===== config.mk =====
export PLATFORM = sky130hd
export DESIGN_NAME = bitserial_popcount_neuron
export DESIGN_NICKNAME = d
export VERILOG_FILES = /design/src/rtl/bspn_pkg.sv /design/src/rtl/group_popcount.sv /design/src/rtl/weight_binner.sv /design/src/rtl/plane_combiner.sv /design/src/rtl/serial_accum.sv /design/src/rtl/bitserial_popcount_neuron.sv
export SDC_FILE = /design/constraint.sdc
export NUM_CORES = 1
export LEC_CHECK = 0
export ABC_AREA = 1
export BUFFER_PORTS_ARGS = -buffer_cell sky130_fd_sc_hd__buf_2
export CORE_MARGIN = 10
export CORE_UTILIZATION = 35
export CTS_CLUSTER_SIZE = 30
export DETAILED_ROUTE_END_ITERATION = 8
export GPL_ROUTABILITY_DRIVEN = 0
export HOLD_SLACK_MARGIN = 0.12
export PLACE_DENSITY = 0.59
export SLEW_MARGIN = 10
export SYNTH_ARGS = -nofsm -noshare
export SYNTH_HDL_FRONTEND = slang
export SYNTH_SLANG_ARGS = --single-unit
export TNS_END_PERCENT = 100

===== constraint.sdc =====
create_clock -name clk -period 9.8 [get_ports clk]
set_input_delay 0.49 -clock clk [delete_from_list [all_inputs] [get_ports clk]]
set_output_delay 0.49 -clock clk [all_outputs]
set_load 0.01 [all_outputs]

===== src/rtl/bspn_pkg.sv =====
package bspn_pkg;

    localparam int WB         = 4;
    localparam int NUM_GROUPS = 1 << WB;

    typedef logic [WB-1:0] wcode_t;

    typedef struct packed {
        logic vld;
        logic first;
        logic last;
    } plane_ctl_t;

    // signed value of a weight code
    function automatic int code_value(input wcode_t c);
        return int'($signed(c));
    endfunction

endpackage


===== src/rtl/group_popcount.sv =====
module group_popcount #(
    parameter int          N    = 64,
    parameter int          CW   = 7,
    parameter logic [N-1:0] MASK = '0
) (
    input  logic          clk,
    input  logic          rst,
    input  logic [N-1:0]  plane,
    output logic [CW-1:0] count
);
    localparam int MEMBERS = $countones(MASK);

    always_comb begin
        count = '0;
        for (int i = 0; i < N; i++) begin
            if (MASK[i]) count = count + CW'(plane[i]);
        end
    end

    p_count_bound_r3: assert property (@(posedge clk) disable iff (rst)
        int'(count) <= MEMBERS);

endmodule


===== src/rtl/weight_binner.sv =====
module weight_binner
    import bspn_pkg::*;
#(
    parameter int               N          = 64,
    parameter int               CW         = 7,
    parameter logic [WB*N-1:0]  WEIGHT_MAP = '0
) (
    input  logic          clk,
    input  logic          rst,
    input  logic [N-1:0]  plane,
    output logic [CW-1:0] counts [NUM_GROUPS]
);
    function automatic logic [N-1:0] group_mask(input int g);
        logic [N-1:0] m;
        for (int i = 0; i < N; i++) m[i] = (WEIGHT_MAP[WB*i +: WB] == WB'(g));
        return m;
    endfunction

    for (genvar g = 0; g < NUM_GROUPS; g++) begin : g_bin
        localparam logic [N-1:0] MASK = group_mask(g);
        group_popcount #(.N(N), .CW(CW), .MASK(MASK)) u_cnt (
            .clk   (clk),
            .rst   (rst),
            .plane (plane),
            .count (counts[g])
        );
    end

endmodule


===== src/rtl/plane_combiner.sv =====
module plane_combiner
    import bspn_pkg::*;
#(
    parameter int CW   = 7,
    parameter int PS_W = 11
) (
    input  logic                   clk,
    input  logic                   rst,
    input  logic [CW-1:0]          counts [NUM_GROUPS],
    output logic signed [PS_W-1:0] psum
);
    always_comb begin
        int s;
        s = 0;
        // bin 0 has weight zero and is skipped
        for (int g = 1; g < NUM_GROUPS; g++) begin
            s = s + int'(counts[g]) * code_value(wcode_t'(g));
        end
        psum = PS_W'(s);
    end

    logic all_zero;
    always_comb begin
        all_zero = 1'b1;
        for (int g = 1; g < NUM_GROUPS; g++) if (counts[g] != '0) all_zero = 1'b0;
    end

    p_zero_counts_r2: assert property (@(posedge clk) disable iff (rst)
        all_zero |-> psum == '0);

endmodule


===== src/rtl/serial_accum.sv =====
module serial_accum
    import bspn_pkg::*;
#(
    parameter int ACT_BITS = 8,
    parameter int PS_W     = 11,
    parameter int RES_W    = 18
) (
    input  logic                    clk,
    input  logic                    rst,
    input  plane_ctl_t              ctl,
    input  logic signed [PS_W-1:0]  psum,
    output logic signed [RES_W-1:0] result,
    output logic                    result_vld
);
    localparam int IW = $clog2(ACT_BITS) + 1;

    logic [IW-1:0]            idx_q;
    logic signed [RES_W-1:0]  acc_q;
    logic [IW-1:0]            shift;
    logic signed [RES_W-1:0]  acc_next;

    always_comb begin
        logic signed [RES_W-1:0] term;
        shift    = ctl.first ? '0 : idx_q;
        term     = RES_W'(psum);
        acc_next = (ctl.first ? '0 : acc_q) + (term <<< shift);
    end

    always_ff @(posedge clk) begin
        if (rst) begin
            idx_q      <= '0;
            acc_q      <= '0;
            result     <= '0;
            result_vld <= 1'b0;
        end else begin
            result_vld <= ctl.vld && ctl.last;
            if (ctl.vld) begin
                idx_q <= shift + IW'(1);
                acc_q <= acc_next;
                if (ctl.last) result <= acc_next;
            end
        end
    end

    p_vld_after_last_r6: assert property (@(posedge clk) disable iff (rst)
        (ctl.vld && ctl.last) |=> result_vld);
    p_no_spurious_vld_r6: assert property (@(posedge clk) disable iff (rst)
        !(ctl.vld && ctl.last) |=> !result_vld);
    p_result_hold_r8: assert property (@(posedge clk) disable iff (rst)
        !result_vld |-> $stable(result));
    p_first_clears_r5: assert property (@(posedge clk) disable iff (rst)
        (ctl.vld && ctl.first && ctl.last && psum == '0) |=> result == '0);

endmodule


===== src/rtl/bitserial_popcount_neuron.sv =====
module bitserial_popcount_neuron
    import bspn_pkg::*;
#(
    parameter int              N          = 64,
    parameter int              ACT_BITS   = 8,
    parameter logic [WB*N-1:0] WEIGHT_MAP = {(N/16){64'h3A7F_0C95_E1B8_246D}},
    localparam int             RES_W      = ACT_BITS + WB + $clog2(N)
) (
    input  logic                    clk,
    input  logic                    rst,
    input  logic                    plane_vld,
    input  logic                    plane_first,
    input  logic                    plane_last,
    input  logic [N-1:0]            plane_bits,
    output logic signed [RES_W-1:0] result,
    output logic                    result_vld
);
    localparam int CW   = $clog2(N + 1);
    localparam int PS_W = WB + CW;

    logic [CW-1:0]          counts [NUM_GROUPS];
    logic signed [PS_W-1:0] psum;
    plane_ctl_t             ctl;

    assign ctl = '{vld: plane_vld, first: plane_first, last: plane_last};

    weight_binner #(.N(N), .CW(CW), .WEIGHT_MAP(WEIGHT_MAP)) u_bin (
        .clk    (clk),
        .rst    (rst),
        .plane  (plane_bits),
        .counts (counts)
    );

    plane_combiner #(.CW(CW), .PS_W(PS_W)) u_comb (
        .clk    (clk),
        .rst    (rst),
        .counts (counts),
        .psum   (psum)
    );

    serial_accum #(.ACT_BITS(ACT_BITS), .PS_W(PS_W), .RES_W(RES_W)) u_acc (
        .clk        (clk),
        .rst        (rst),
        .ctl        (ctl),
        .psum       (psum),
        .result     (result),
        .result_vld (result_vld)
    );

    p_reset_idle_r10: assert property (@(posedge clk)
        $past(rst) |-> !result_vld);

endmodule


== Yosys cells after proc, flatten, opt, wreduce, memory -nomap -nowiden ==
Cells that the tools add are included.
Widths: inputs -> output; s select.

* Bits in read-only memories: 0
* Bits in writable memories: 0
* Bits in latches: 0
* Register bits: 41
* Input bits: 69
* Memories: 0

* Order comparisons: 0
* Shifts and indexed selects: 1
* Muxes and demuxes: 2
* Div/mod/pow operators: 0
* Multiply operators: 8
* Equal/unequal tests: 0
* $add $sub $neg: 65
* Bitwise logic cells: 0
* Reductions and logical operators: 2

{| class="wikitable"
|+ Operators with widths
! kind !! count
|-
| $add 11x11->11 || 12
|-
| $add 3x1->4 || 15
|-
| $add 2x1->3 || 15
|-
| $add 1x1->2 || 15
|-
| $add 18x18->18 || 1
|-
| $mul 5x4->9 const B || 2
|-
| $mux 18 || 1
|-
| $sshl 18x4->18 || 1
|-
| $mul 5x3->8 const B || 2
|-
| $mul 4x3->7 const B || 2
|-
| $mul 4x2->6 const B || 2
|-
| $add 11x7->11 || 1
|-
| $neg 4->11 || 1
|-
| $neg 4->10 || 1
|-
| $neg 4->9 || 1
|-
| $neg 4->8 || 1
|-
| $add 4x5->6 || 1
|-
| $add 4x1->4 const B || 1
|-
| $mux 4 || 1
|-
| $reduce_and 2->1 || 1
|-
| $logic_and 1x1->1 || 1
|}

== Depth between registers and ports, before layout ==
Gate-level depths: netlist of run 1.

* Word-level depth: 19
* Depth in mapped cells: 46
* Depth with buffers taken out: 46

== Cells and area by module ==
From an unflattened synthesis of run 1, not the netlist that was laid out.

* Cell total of the unflattened synthesis: 1421
* Area, all modules: 10835.4 sq um

{| class="wikitable"
|+ By module, submodules not included
! module !! area each (sq um) !! cells each !! times used !! seq. area each (sq um)
|-
| plane_combiner || 6094.6 || 675 || 1 || 0.0
|-
| serial_accum || 3179.3 || 538 || 1 || 820.8
|-
| group_popcount || 97.6 || 13 || 16 || 0.0
|}

== Least setup slack after synthesis of run 1 ==
OpenSTA, ideal clock, no wires.

* Path kind: input-to-reg
* Start point: input port plane_bits[5]
* End point: register u_acc.acc_q[17]
* Cell stages on the path: 43
* Setup slack: 1205 ps
* Path buffers: 0
* Arrival time: 8486 ps
* Cell sequence: fa_1 -> ha_1 -> ha_1 -> ha_1 -> ha_1 -> inv_1 -> fa_1 -> nor2_1 -> nor2_1 -> nand2_1 -> nand2_1 -> fa_1 -> inv_1 -> fa_1 -> inv_1 -> fa_1 -> fa_1 -> fa_1 -> [... 7 more ...] -> inv_1 -> nand3_1 -> nand2_2 -> o21ai_2 -> o21ai_1 -> nand2_1 -> nand2_1 -> o21ai_1 -> ha_1 -> inv_1 -> nor3_1 -> nand2_1 -> o311ai_1 -> inv_1 -> nand3_1 -> nand3_1 -> nand2_1 -> inv_1

* Longest elaborated chain between the ends: 11

{| class="wikitable"
|+ Ends and longest elaborated chain
! element !! RTL line !! source
|-
| from (decl) || bitserial_popcount_neuron.sv:14 || <nowiki>input logic [N-1:0] plane_bits,</nowiki>
|-
| $add 1x1->2 || group_popcount.sv:16 || <nowiki>if (MASK[i]) count = count + CW'(plane[i]);</nowiki>
|-
| $add 2x1->3 || group_popcount.sv:16 ||
|-
| $add 3x1->4 || group_popcount.sv:16 ||
|-
| $mul 5x4->9 || plane_combiner.sv:17 || <nowiki>s = s + int'(counts[g]) * code_value(wcode_t'(g));</nowiki>
|-
| $add 11x11->11 (5 in a row) || plane_combiner.sv:17 ||
|-
| $sshl 18x4->18 || serial_accum.sv:26 || <nowiki>acc_next = (ctl.first ? '0 : acc_q) + (term <<< shift);</nowiki>
|-
| $add 18x18->18 || serial_accum.sv:26 ||
|-
| to (signal assigned) || serial_accum.sv:39 || <nowiki>acc_q <= acc_next;</nowiki>
|-
| to (decl) || serial_accum.sv:18 || <nowiki>logic signed [RES_W-1:0] acc_q;</nowiki>
|}

Every way passes these cells.
A chain may end at the register's enable or synchronous reset.

== Final worst setup path of run 1 ==
* Start point: input port plane_bits[13]
* End point: register u_acc.result[17]

* Longest elaborated chain between the ends: 15

{| class="wikitable"
|+ Ends and longest elaborated chain
! element !! RTL line !! source
|-
| $add 1x1->2 || group_popcount.sv:16 ||
|-
| $add 2x1->3 || group_popcount.sv:16 ||
|-
| $add 3x1->4 || group_popcount.sv:16 ||
|-
| $mul 4x3->7 || plane_combiner.sv:17 ||
|-
| $add 11x11->11 (9 in a row) || plane_combiner.sv:17 ||
|-
| $sshl 18x4->18 || serial_accum.sv:26 ||
|-
| $add 18x18->18 || serial_accum.sv:26 ||
|-
| to (signal assigned) || serial_accum.sv:40 || <nowiki>if (ctl.last) result <= acc_next;</nowiki>
|-
| to (decl) || serial_accum.sv:12 || <nowiki>output logic signed [RES_W-1:0] result,</nowiki>
|}

Every way passes these cells.

==> flow_summary_export.csv, run 1 <==
group,metric,value,unit
run_status,outcome,"finished, final reports clean",
critical_path,cp.arrival,9280,ps
sta,skew,5.25,ps
yosys,syn_avg_cell_area,7.61,um2
layout,drive_gt1_frac,0.111,
sta,final_hold_viol_count,0,
yosys,synth_cell_types,40,
placement,post-dp-hpwl,13300,um
yosys,seq_area_frac_synth,0.114,
sta,slew_viol_final,0,
clock_tree,cts_tree,"done",
clock_tree,path_clk_slew,60,ps
placement,numPortBuffers,83,
yosys,synth_edf_count,0,
job,max_cap_viol_count,0,
yosys,synth_area,7190,um2
grt,grt_remaining_overflow,0,
yosys,async_reset_ff_frac,0,
clock_tree,cts-root-buf,"clkbuf_16",
sta,fin_crit_sh,0.928,
sta,maxSlewHeadroom,0.433,
die,initial_core_util,0.355,
critical_path,endpoint_kind,"flop",
sta,setup_violations,0,
sta,setup_tns,0,ps
yosys,synthFlopType,"dfxtp_1",
route,drt-total-wl,15200,um
critical_path,worstReg2RegEnd,"u_acc.result[17]$_SDFFE_PP0P_",
sta,fin_crit,9100,ps
critical_path,cp_slowest_stage_delay,570,ps
die,die_y,163,um
layout,nets,1285,
sta,rsz0062_at_grt,"no",
yosys,yosysTopAreaCell,"fa_1",
route,vias,5775,
clock_tree,postCtsSetupBuffers,0,
clock_tree,cts_num_sinks,41,
sta,worst_pin_slew,848,ps
route,drt_iter0_drc,228,
route,antenna_left,0,
clock_tree,cts_buffers,5,
route,dr.pass1.iters,5,
die,core-area,20200,um2
grt,grtUsageTotal,0.119,
critical_path,r2r_cells,17,
yosys,synth_cells,944,
critical_path,crit_start,"plane_bits[13]",
critical_path,worstSetupPathType,"input pin to flop",
route,wl_per_cell,11.8,um
die,num_io_pins,88,
route,drc_errors,0,
die,fp-row-count,52,
layout,area_delta_synth_final,11.5,%
route,viasPerCell,4.49,
clock_tree,clock_latency,280,ps
yosys,syn_nets,1213,
clock_tree,ctsHtreeMaxLevel,2,
critical_path,cpMostUsedCell,"fa_1",
grt,grt_max_degree,27,
yosys,synth_warnings,0,
critical_path,cp_slowest_cell,"fa_1",
critical_path,setup.worst_path.end,"u_acc.result[17]$_SDFFE_PP0P_",
critical_path,rrSetupSlack,6090,ps
die,die_x,163,um
yosys,ys_seq_elements,41,
grt,grt_pass1_wl,27200,um
critical_path,r2r_start,"u_acc.idx_q[1]$_SDFFE_PP0P_",
critical_path,crit_path_start_kind,"input pin",
grt,antenna_found_initial,0,
clock_tree,ctsHoldBuffers,0,
yosys,synth_top_cell_area_share,0.262,
yosys,synth.area.top_cells,"fa_1, ha_1, inv_1",
critical_path,required,9980,ps
critical_path,worstPathMaxFanout,5,
grt,grt_pass1_vias,6010,
clock_tree,clk_path_buf_depth,2,
layout,n_antenna_cell,0,
sta,fmax,110,MHz
die,dieArea,26700,um2
worst_hold_path,hold_class,"flop to flop",
[layout by cell type, fill, tap and decap left out, types with 2 or more instances in the layout]
master / instances
o31ai_1: 2
nand2_2: 3
or2_2: 3
a21oi_1: 42
a21o_1: 3
nand3b_1: 4
fa_1: 94
buf_2: 83
o21ai_1: 4
nand4_1: 3
dfxtp_1: 41
inv_1: 267
nand3_1: 51
ha_1: 106
nor2_1: 67
nor3_1: 2
xor2_1: 14
o211ai_1: 10
inv_2: 3
o21bai_2: 2
xnor2_1: 7
a21oi_2: 2
nand2_1: 123
o21ai_0: 54
nand3_2: 3
clkbuf_16: 5
o21ai_2: 5
[repair_timing]
| item | CTS | global route |
|---|---|---|
| endpoints found under the hold margin | 0 | 0 |
| endpoints found under the setup margin | 0 | 3 |
| resized for setup | 0 | 2 |
[metal layers]
layer / share of wire / GRT usage / vias up
met4: 0.0072 / 0.0180 / 0
met1: 0.49 / 0.161 / 2659
li1: - / - / 3030
met2: 0.46 / 0.205 / 77
met3: 0.038 / 0.0118 / 9
met5: 0 / 0 / -
[registers in the layout, indices dropped and copies added (netlist names)]
register / count
u_acc.idx_q: 4
u_acc.acc_q: 18
u_acc.result: 18
u_acc.result_vld: 1
[synth_stat cells, drive strengths merged, types with 7 or more instances]
master,instances
a21oi,44
buf,7
clkbuf,11
dfxtp,41
fa,94
ha,106
inv,270
nand2,126
nand3,54
nor2,68
o211ai,10
o21ai,63
xnor2,7
xor2,14
[cell families (layout without fill, tap and decap cells)]
family	Yosys count	after routing	synth area share
compound gates	131	131	0.105
xor+xnor	21	21	0.0256
fa+ha+maj	200	200	0.446
buf+inv	289	362	0.153
flops	41	41	0.114
mux	1	1	0.00139
simple gates	261	261	0.155
[critical path: cells and delay by family]
| family | cells | cell delay (ps) |
|---|---|---|
| and+or+nand+nor | 10 | 940 |
| AOI/OAI and AO/OA | 5 | 1100 |
| xor gates and xnor gates | 1 | 200 |
| adders and majority gates | 14 | 6070 |
| buffers and inverters | 7 | 470 |
[per-stage QoR]
| stage | hold slack [ps] | instances | instance area [um2] | worst slack (ps) | util |
|---|---|---|---|---|---|
| 6_report | 477 | 1287 | 8020 | 703 | 0.396 |
| 3_5_place_dp | 460 | 1279 | 7860 | 330 | 0.388 |
| 5_1_grt | 504 | 1287 | 8020 | 18.6 | 0.396 |
| 3_3_place_gp | 450 | 1279 | 7860 | 397 | 0.388 |
| 4_1_cts | 470 | 1287 | 8010 | 614 | 0.396 |
| 2_1_floorplan | 434 | 944 | 7190 | 1210 | - |
[worst min path at each step]
stage | start | depth (start not counted) | endpoint | slack [ps]
after floorplan | u_acc.acc_q[0]$_SDFFE_PP0P_ | 2 | u_acc.acc_q[0]$_SDFFE_PP0P_ | 430
after global placement | u_acc.acc_q[0]$_SDFFE_PP0P_ | 2 | u_acc.acc_q[0]$_SDFFE_PP0P_ | 450
after detailed placement | u_acc.acc_q[0]$_SDFFE_PP0P_ | 2 | u_acc.acc_q[0]$_SDFFE_PP0P_ | 460
after CTS | u_acc.acc_q[0]$_SDFFE_PP0P_ | 2 | u_acc.acc_q[0]$_SDFFE_PP0P_ | 470
after global routing | u_acc.acc_q[0]$_SDFFE_PP0P_ | 2 | u_acc.acc_q[0]$_SDFFE_PP0P_ | 500
final | u_acc.acc_q[0]$_SDFFE_PP0P_ | 2 | u_acc.acc_q[0]$_SDFFE_PP0P_ | 480
[area by class of cell]
type                       instances  area (um2)
timing repair buffer              83         415
sequential                        41         821
tap                              270         338
clock inverter                     2        13.8
inverter                         271        1020
clock buffer                       6         139
fill                            2117       12200
multi-input combinational        614        5270
Power of run 1 is left out: the tool's default activity adds up to more than one toggle a clock period on the data nets, which glitch-free logic cannot reach.
==> run 2: changes to the inputs <==
- BUFFER_PORTS_ARGS: -buffer_cell sky130_fd_sc_hd__buf_2 -> -buffer_cell sky130_fd_sc_hd__clkbuf_2
==> run 2 against run 1 <==
Against the previous run:
- die area unchanged
- global-route usage up 0.29 points
- critical endpoint unchanged
- critical path depth unchanged
- register-to-register slack better by 80 ps
- non-clock buffer count unchanged
- via count up 0.35%
==> flow_summary_export.csv, run 2 (synthesis gave the netlist of run 1 again) <==
group,metric,value,unit
layout,layout_common_cells,"inv_1, nand2_1, ha_1, fa_1, clkbuf_2",
critical_path,crit_path_start_kind,"input pin",
critical_path,cpMostUsedCell,"fa_1",
route,met3WireLength,466,um
grt,grt_max_degree,27,
placement,numPortBuffers,83,
sta,rsz0062_at_grt,"no",
die,core-area,20200,um2
critical_path,endpoint_kind,"flop",
clock_tree,cts_buffers,5,
grt,antenna_found_initial,0,
job,max_cap_viol_count,0,
clock_tree,clock_latency,290,ps
grt,grt_pass1_vias,6004,
critical_path,rrSetupSlack,6170,ps
route,route.layer.met1.wl,7630,um
layout,nets,1285,
run_status,outcome,"finished, final reports clean",
grt,grt_remaining_overflow,0,
layout,final_common_cell,"inv_1",
layout,n_antenna_cell,0,
layout,regArea,821,um2
die,fp-row-count,52,
critical_path,worstPathMaxFanout,5,
layout,biggestRegsByFlops,"u_acc.acc_q (18), u_acc.result (18), u_acc.idx_q (4)",
clock_tree,ctsHtreeMaxLevel,2,
grt,grt_pass1_wl,27700,um
critical_path,cp_top_family,"adder cells",
route,antenna_left,0,
critical_path,crit_buf_inv,7,
critical_path,worstReg2RegEnd,"u_acc.result[17]$_SDFFE_PP0P_",
route,drc_errors,0,
die,num_io_pins,88,
sta,fmax,110,MHz
die,initial_core_util,0.355,
critical_path,cp.arrival,9290,ps
sta,fin_crit,9110,ps
route,highest_layer,"met4",
clock_tree,clk_path_buf_depth,2,
layout,fill_cells,2116,
layout,multi_input_area,5280,um2
critical_path,setup.worst_path.end,"u_acc.result[17]$_SDFFE_PP0P_",
die,dieArea,26700,um2
critical_path,crit_start,"plane_bits[13]",
critical_path,cp.depth,37,
clock_tree,cts_tree,"done",
die,die_x,163,um
route,wl_per_cell,11.9,um
sta,skew,9.29,ps
clock_tree,path_clk_slew,70,ps
critical_path,r2r_cells,17,
route,dr.pass1.iters,5,
critical_path,cp_slowest_stage_delay,570,ps
layout,area_delta_synth_final,11.6,%
critical_path,r2r_start,"u_acc.idx_q[1]$_SDFFE_PP0P_",
clock_tree,cts_num_sinks,41,
route,route.met2.wl,7100,um
sta,setup_tns,0,ps
sta,maxSlewHeadroom,0.457,
route,vias,5795,
sta,setup_violations,0,
critical_path,worstSetupPathType,"input pin to flop",
sta,slew_viol_final,0,
route,drt_iter0_drc,211,
layout,drive_gt1_frac,0.112,
grt,grtUsageTotal,0.122,
sta,final_hold_viol_count,0,
critical_path,cp_slowest_cell,"fa_1",
critical_path,required,9980,ps
route,viasPerCell,4.50,
die,die_y,163,um
sta,fin_crit_sh,0.929,
sta,worst_pin_slew,812,ps
placement,post-dp-hpwl,13400,um
clock_tree,cts-root-buf,"clkbuf_16",
worst_hold_path,hold_class,"flop to flop",
route,drt-total-wl,15300,um
clock_tree,ctsHoldBuffers,0,
## run 2: cell types whose count changed in the layout (fill, tap and decap cells not counted)
| cell | before | now |
|---|---|---|
| clkbuf_2 | 0 | 83 |
| buf_2 | 83 | 0 |
| nor3_1 | 2 | 1 |
| nor3_2 | 0 | 1 |
## run 2: metal layers
metal,track usage,up-vias
met5,0,-
met4,0.0217,0
met3,0.0123,11
met2,0.207,82
met1,0.166,2673
li1,-,3029
## run 2: final cells by class
cell class / instances / share of cell area
clock inverters: 2 / 0.00172
well taps: 270 / 0.0421
repair buffers: 83 / 0.0518
flip-flops and latches: 41 / 0.102
inverters: 271 / 0.127
clock buffers: 6 / 0.0173
multi-input cells: 614 / 0.658
## run 2: worst min path at each step
stage	from	to	slack [ps]	cells after the start
3_5_place_dp	u_acc.acc_q[0]$_SDFFE_PP0P_	u_acc.acc_q[0]$_SDFFE_PP0P_	450	2
3_3_place_gp	u_acc.acc_q[0]$_SDFFE_PP0P_	u_acc.acc_q[0]$_SDFFE_PP0P_	450	2
5_1_grt	u_acc.acc_q[0]$_SDFFE_PP0P_	u_acc.acc_q[0]$_SDFFE_PP0P_	500	2
6_report	u_acc.acc_q[0]$_SDFFE_PP0P_	u_acc.acc_q[0]$_SDFFE_PP0P_	460	2
2_1_floorplan	u_acc.acc_q[0]$_SDFFE_PP0P_	u_acc.acc_q[0]$_SDFFE_PP0P_	430	2
4_1_cts	u_acc.acc_q[0]$_SDFFE_PP0P_	u_acc.acc_q[0]$_SDFFE_PP0P_	470	2
## run 2: per-stage QoR
step / setup WS (ps) / hold slack (ps) / area [um2] / instances / utilization
after floorplan: 1210 / 434 / 7190 / 944 / -
after global placement: 409 / 450 / 7860 / 1279 / 0.388
after detailed placement: 320 / 453 / 7860 / 1279 / 0.388
after CTS: 582 / 465 / 8010 / 1287 / 0.396
after global routing: 6.31 / 496 / 8020 / 1287 / 0.396
final: 693 / 464 / 8020 / 1287 / 0.396
## run 2: worst min-delay path, cell delays in order, from the launching register on
cell,delay [ps]
dfxtp_1,300
inv_1,60
a21oi_1,60
## run 2: timing repair
action,4_1_cts,5_1_grt
resized for setup,0,3
setup endpoints to repair,0,4
setup buffers,0,0
Power of run 2 is left out for the same reason.
